===== config.mk =====
export PLATFORM = sky130hd
export DESIGN_NAME = eprom_read_engine
export DESIGN_NICKNAME = d
export VERILOG_FILES = /design/src/rtl/eprom_rd_pkg.sv /design/src/rtl/eprom_bitcrc.sv /design/src/rtl/eprom_store.sv /design/src/rtl/eprom_read_engine.sv
export SDC_FILE = /design/constraint.sdc
export NUM_CORES = 2
export LEC_CHECK = 0
export ABC_AREA = 1
export BUFFER_PORTS_ARGS = -buffer_cell sky130_fd_sc_hd__buf_2
export CAP_MARGIN = 20
export CORE_ASPECT_RATIO = 0.9
export CORE_MARGIN = 4
export CORE_UTILIZATION = 40
export DETAILED_ROUTE_END_ITERATION = 12
export REMOVE_ABC_BUFFERS = 1
export SLEW_MARGIN = 20
export SYNTH_ARGS = -nofsm -noshare
export SYNTH_HDL_FRONTEND = slang
export SYNTH_SLANG_ARGS = --single-unit

===== constraint.sdc =====
create_clock -name clk -period 7 [get_ports clk]
set_input_delay 0.35 -clock clk [delete_from_list [all_inputs] [get_ports clk]]
set_output_delay 0.35 -clock clk [all_outputs]
set_load 0.1 [all_outputs]

===== src/rtl/eprom_rd_pkg.sv =====
package eprom_rd_pkg;

    typedef enum logic [2:0] {
        ST_CMD      = 3'd0,
        ST_ADDR_LO  = 3'd1,
        ST_ADDR_HI  = 3'd2,
        ST_HDR_CRC  = 3'd3,
        ST_DATA     = 3'd4,
        ST_DATA_CRC = 3'd5,
        ST_DONE     = 3'd6,
        ST_IDLE     = 3'd7
    } rd_state_e;

    localparam logic [7:0] CRC_POLY_REFL = 8'h8C;

endpackage


===== src/rtl/eprom_bitcrc.sv =====
module eprom_bitcrc #(
    parameter int          W    = 8,
    parameter logic [W-1:0] POLY = 8'h8C
) (
    input  logic [W-1:0] crc_in,
    input  logic         bit_in,
    output logic [W-1:0] crc_out
);
    logic fb;

    always_comb begin
        fb      = crc_in[0] ^ bit_in;
        crc_out = crc_in >> 1;
        if (fb) begin
            crc_out = crc_out ^ POLY;
        end
    end
endmodule


===== src/rtl/eprom_store.sv =====
module eprom_store #(
    parameter int DEPTH = 128,
    parameter int BW    = 8,
    localparam int AW   = $clog2(DEPTH),
    localparam int SW   = $clog2(BW)
) (
    input  logic          clk,
    input  logic          rst_n,
    input  logic          load_en,
    input  logic [AW-1:0] load_addr,
    input  logic [BW-1:0] load_data,
    input  logic [AW-1:0] rd_addr,
    input  logic [SW-1:0] rd_sel,
    output logic          rd_out
);
    logic [BW-1:0] mem_q [DEPTH];
    logic [BW-1:0] mem_d [DEPTH];

    for (genvar gi = 0; gi < DEPTH; gi++) begin : g_byte
        always_comb begin
            mem_d[gi] = mem_q[gi];
            if (load_en && (load_addr == AW'(gi))) begin
                mem_d[gi] = load_data;
            end
        end

        always_ff @(posedge clk or negedge rst_n) begin
            if (!rst_n) begin
                mem_q[gi] <= '1;
            end else begin
                mem_q[gi] <= mem_d[gi];
            end
        end
    end

    assign rd_out = mem_q[rd_addr][rd_sel];
endmodule


===== src/rtl/eprom_read_engine.sv =====
module eprom_read_engine
    import eprom_rd_pkg::*;
#(
    parameter int         DEPTH    = 128,
    parameter logic [7:0] CMD_READ = 8'hF0,
    localparam int        AW       = $clog2(DEPTH)
) (
    input  logic          clk,
    input  logic          rst_n,
    input  logic          load_en,
    input  logic [AW-1:0] load_addr,
    input  logic [7:0]    load_data,
    input  logic          bus_rst,
    input  logic          wr_valid,
    input  logic          wr_bit,
    input  logic          rd_req,
    output logic          rd_bit
);
    typedef struct packed {
        rd_state_e     st;
        logic [2:0]    bcnt;
        logic [7:0]    shf;
        logic [7:0]    crc;
        logic [7:0]    lo;
        logic [7:0]    hi;
        logic [AW-1:0] addr;
    } eng_regs_t;

    eng_regs_t r_q, r_d;

    logic       mem_bit;
    logic       crc_bit_in;
    logic [7:0] crc_stepped;
    logic [7:0] byte_nx;
    logic       in_write_phase;
    logic       start_oob;

    eprom_store #(
        .DEPTH (DEPTH),
        .BW    (8)
    ) u_store (
        .clk       (clk),
        .rst_n     (rst_n),
        .load_en   (load_en),
        .load_addr (load_addr),
        .load_data (load_data),
        .rd_addr   (r_q.addr),
        .rd_sel    (r_q.bcnt),
        .rd_out    (mem_bit)
    );

    assign in_write_phase = (r_q.st == ST_CMD) || (r_q.st == ST_ADDR_LO)
                         || (r_q.st == ST_ADDR_HI);
    assign crc_bit_in     = in_write_phase ? wr_bit : mem_bit;
    assign byte_nx        = {wr_bit, r_q.shf[7:1]};
    assign start_oob      = ({r_q.hi, r_q.lo} >= 16'(DEPTH));

    eprom_bitcrc #(
        .W    (8),
        .POLY (CRC_POLY_REFL)
    ) u_crc (
        .crc_in  (r_q.crc),
        .bit_in  (crc_bit_in),
        .crc_out (crc_stepped)
    );

    // Output bit selection
    always_comb begin
        case (r_q.st)
            ST_HDR_CRC:  rd_bit = r_q.crc[0];
            ST_DATA:     rd_bit = mem_bit;
            ST_DATA_CRC: rd_bit = r_q.crc[0];
            default:     rd_bit = 1'b1;
        endcase
    end

    // Next-state computation
    always_comb begin
        r_d = r_q;
        if (bus_rst) begin
            r_d.st   = ST_CMD;
            r_d.bcnt = '0;
            r_d.shf  = '0;
            r_d.crc  = '0;
        end else if (wr_valid && in_write_phase) begin
            r_d.shf  = byte_nx;
            r_d.crc  = crc_stepped;
            r_d.bcnt = r_q.bcnt + 3'd1;
            if (r_q.bcnt == 3'd7) begin
                case (r_q.st)
                    ST_CMD: begin
                        r_d.st = (byte_nx == CMD_READ) ? ST_ADDR_LO : ST_IDLE;
                    end
                    ST_ADDR_LO: begin
                        r_d.lo = byte_nx;
                        r_d.st = ST_ADDR_HI;
                    end
                    default: begin
                        r_d.hi = byte_nx;
                        r_d.st = ST_HDR_CRC;
                    end
                endcase
            end
        end else if (rd_req) begin
            case (r_q.st)
                ST_HDR_CRC: begin
                    r_d.crc  = r_q.crc >> 1;
                    r_d.bcnt = r_q.bcnt + 3'd1;
                    if (r_q.bcnt == 3'd7) begin
                        r_d.crc  = '0;
                        r_d.addr = r_q.lo[AW-1:0];
                        r_d.st   = start_oob ? ST_DATA_CRC : ST_DATA;
                    end
                end
                ST_DATA: begin
                    r_d.crc  = crc_stepped;
                    r_d.bcnt = r_q.bcnt + 3'd1;
                    if (r_q.bcnt == 3'd7) begin
                        if (r_q.addr == AW'(DEPTH - 1)) begin
                            r_d.st = ST_DATA_CRC;
                        end else begin
                            r_d.addr = r_q.addr + AW'(1);
                        end
                    end
                end
                ST_DATA_CRC: begin
                    r_d.crc  = r_q.crc >> 1;
                    r_d.bcnt = r_q.bcnt + 3'd1;
                    if (r_q.bcnt == 3'd7) begin
                        r_d.st = ST_DONE;
                    end
                end
                default: begin
                    r_d = r_q;
                end
            endcase
        end
    end

    always_ff @(posedge clk or negedge rst_n) begin
        if (!rst_n) begin
            r_q <= '{st: ST_CMD, bcnt: '0, shf: '0, crc: '0,
                     lo: '0, hi: '0, addr: '0};
        end else begin
            r_q <= r_d;
        end
    end
endmodule


==> summary.md <==
| Metric | Value |
|---|---|
| Clock insertion delay at the later pin of the skew report | 0.72 ns |
| Utilization of the core after routing | 44.0% |
| Total detailed-routing wirelength | 158000 um |
| Top cells by area, synth | dfstp_2, nand2_1, o21ai_0 |
| Die width | 383 um |
| Power per standard cell area | 294 mW/mm^2 |
| Post-layout instance count excluding filler cells | 7780 |
| TritonRoute pass-1 iters | 6 |
| Post-synth EDFFs | 0 |
| Share of the clock period used by the worst path after layout | 78.7% |
| Post-synthesis register bit count | 1068 |
| Depth of the CTS H-tree | 3 |
| Initial standard-cell utilization of the core | 40.4% |
| Buffers on Ports | 22 |
| Required arrival time at the worst endpoint | 6.65 ns |
| Root buffer selected by CTS | clkbuf_16 |
| Sequential-to-total area share from yosys stat | 55.4% |
| Leakage power total | 21.4 nW |
| Drt via density | 5.41 |
| Critical path's top delay family | buffers and inverters |
| Yosys warning total | 0 |
| Worst max-slew margin expressed relative to the limit | 17.2% |
| Final count of hold timing violations | 0 |
| Area share of the largest cell type after synthesis | 53.2% |
| Post-detailed-route DRC marker count | 0 |
| Top post-synthesis cells by count | nand2_1, o21ai_0, dfstp_2 |
| Slowest cell on the critical path | buf_4 |
| Fill count | 12700 |
| Antenna-violating nets left | 0 |
| Number of global-route vias before repair | 39700 |
| CP endpoint kind | primary output |
| Status | complete, no violations |
| Syn Std Cell Area | 0.0506 sq mm |
| Die Outline Area | 0.132 sq mm |
| Height of the chip | 345 um |
| Clock tree from TritonCTS | yes |
| Largest net degree at the start of global routing | 172 |
| Fraction of final layout cells sized beyond drive strength 1 | 21.5% |
| Peak per-stage delay on the critical path | 0.71 ns |
| Final number of setup-violating endpoints | 0 |
| Synthesized area per cell | 8.09 sq um |
| Setup slack after layout | 1.49 ns |
| CP arrival | 5.16 ns |
| Largest fanout of any net on the critical path | 149 |
| First-pass GRT wire length | 247000 um |
| Critical path class | reg -> out |
| Startpoint class of the critical path | flip-flop |
| Largest area contributor in the netlist | dfstp_2 |
| Clock-pin transition on the worst setup and hold timing paths | 0.06 ns |
| Max-capacitance violation count | 0 |
| Area occupied by multi-input gates | 0.0198 sq mm |
| Number of antenna violations at the first check in global routing | 4 |
| Overall global routing resource usage | 23.6% |
| Sequential cell area in the final layout | 0.0280 sq mm |
| Half-perimeter wire length of the detailed placement result | 95100 um |
| Worst Skew | 0.0330 ns |
| Total placed cells including tap cells | 7574 |
| Share of flip-flops with an asynchronous set or reset | 100% |
| Count leader, synth | nand2_1 |
| Tightest Pin Transition | 1.24 ns |
| Final number of max-transition violations | 0 |
| Worst vdd rail ir drop | 0.226 mV |
| Ys flop type | dfstp_2 |
| Total number of placement rows | 123 |
| Buffer count from post-CTS setup fixing | 0 |
| Number of ports placed on the die boundary | 23 |
| Power, Total | 16.2 mW |
| Fmax | 181 MHz |
| Number of sinks on the clock net | 1068 |
| DR vias | 42100 |
| Total number of nets in the final design | 6034 |
| Gates resized, CTS repair | 0 |
| Total core area | 0.125 sq mm |
| Minimum clock period | 5.51 ns |
| Number of buffers added by the clock tree synthesis step | 109 |
| Placer Congestion | 0.878 |
| Maximum buffer depth of the clock tree | 3 |
| Initial DRC Count | 4490 |
| Most frequent CP cell | nand3_1 |
| Type of the most critical hold path | in -> reg |
| GRT Residual Overflow | 0 |
| CP Cell Sequence | inv_8, buf_4, o21ai_0, o211ai_1, nand3_1, nand2_1, nand3_1, nand2_1, nand3_1, nand3_1, nand3_1, nand2_1, nand2_1, o211ai_1, buf_2 |
| Synthesized netlist cell count | 6251 |
| Total buffers and inverters traversed by the critical path | 3 |
| RSZ-0062 raised after global routing | false |
| Area growth from synthesis to layout | 8.94% |
| Wirelength per Cell | 20.3 um |
| Setup WS pre-CTS | 2.39 ns |
| Number of distinct library cells after synthesis | 34 |
-- cell usage in the layout, fill, tap and decap left out, types with 3 or more instances in the layout --
cell type / netlist / routed
nand2_1: 1897 / 1897
o21ai_0: 1343 / 1343
dfstp_2: 1024 / 1024
nor2_1: 684 / 678
nand3_1: 229 / 229
inv_1: 215 / 203
o21ai_1: 137 / 137
clkbuf_16: 0 / 110
a21oi_1: 81 / 81
o211ai_1: 79 / 79
buf_4: 43 / 57
dfrtp_1: 44 / 41
clkbuf_8: 0 / 36
clkbuf_1: 307 / 29
buf_2: 58 / 21
o22ai_1: 13 / 13
clkinv_2: 0 / 12
dlygate4sd3_1: 0 / 10
inv_4: 0 / 8
nand4_1: 8 / 8
buf_12: 0 / 8
nor2_2: 1 / 6
a22oi_1: 6 / 6
nor3_1: 14 / 6
nor3_4: 0 / 5
inv_2: 2 / 4
mux2i_1: 4 / 4
inv_6: 0 / 3
clkinv_1: 3 / 3
nor3_2: 0 / 3
nor4_1: 3 / 3
ha_1: 3 / 3
-- worst reg2reg max path: cells and delay by family, from the launching register on --
| family | cells | cell delay (ns) |
|---|---|---|
| AO/OA/AOI/OAI | 2 | 0.45 |
| buffers and inverters | 2 | 1.54 |
| AND/OR/NAND/NOR | 13 | 1.64 |
| flip-flops | 1 | 0.54 |
-- power breakdown --
group | switching [mW] | total (mW) | internal, mW | leakage [nW]
sequential | 0.316 | 7.39 | 7.08 | 11.2
combinational | 2.10 | 2.98 | 0.877 | 8.47
clock | 2.50 | 5.83 | 3.33 | 1.75
total | 4.91 | 16.2 | 11.3 | 21.4
-- kinds of logic (layout without fill, tap and decap cells) --
logic type	after synthesis	count (layout)	synth area share, %
AND/OR/NAND/NOR	2840	2840	21.8
AO/OA/AOI/OAI	1664	1664	16.9
flip-flops	1068	1068	55.4
buffers and inverters	671	511	5.75
multiplexers	4	4	0.0792
adder cells (fa/ha/maj)	3	3	0.0742
XOR/XNOR	1	1	0.0173
other	0	2	0
-- sequential cells by signal, indices dropped and copies added, names as in the netlist --
register       cells
byte_nx            7
r_q               37
u_store.mem_q   1024
-- routing by layer --
| metal | vias up | track usage, % | part of all wire (%) |
|---|---|---|---|
| met5 | - | 0 | 0.015 |
| met1 | 20700 | 35.0 | 47 |
| li1 | 19900 | - | - |
| met2 | 1308 | 35.2 | 43 |
| met4 | 4 | 6.60 | 2.9 |
| met3 | 214 | 4.29 | 7.1 |
-- stage by stage --
stage                     setup TNS (ns)  instance area [sq um]  hold WS [ns]
after floorplan                   -84.62                  48500        0.0544
after global placement                 0                  51400         0.472
after detailed placement               0                  51500         0.470
after CTS                              0                  55100        0.0456
after global routing                   0                  55100        0.0816
final                                  0                  55100        0.0936
-- final timing paths --
check                                         start                        endpoint  slack [ns]  cells past startpoint
max in group asynchronous                     rst_n  u_store.mem_q[951]$_DFFE_PN1P_        4.78                      4
worst min-delay path                         rd_req             r_q[26]$_DFFE_PN0P_        0.09                      5
worst max-delay path             r_q[0]$_DFFE_PN0P_                          rd_bit        1.49                     15
worst max register to register   r_q[0]$_DFFE_PN0P_             r_q[25]$_DFFE_PN0P_        2.75                     17
worst min register to register  r_q[24]$_DFFE_PN0P_             r_q[24]$_DFFE_PN0P_        0.48                      2
min in group asynchronous                     rst_n   u_store.mem_q[63]$_DFFE_PN1P_        0.57                      2
-- layout make-up --
type	instances	share of cell area, %
clock buffer	175	6.09
inverter	220	1.56
antenna	2	0.00908
clock inverter	18	0.316
sequential	1068	50.8
multi-input combinational	4512	35.9
tap	1687	3.83
timing repair buffer	98	1.49
-- what timing repair did --
action | in CTS | in global routing
endpoints found under the hold margin | 89 | 0
hold buffers | 10 | 0
endpoints found under the setup margin | 0 | 0
Power figures use the tool's default switching activity.
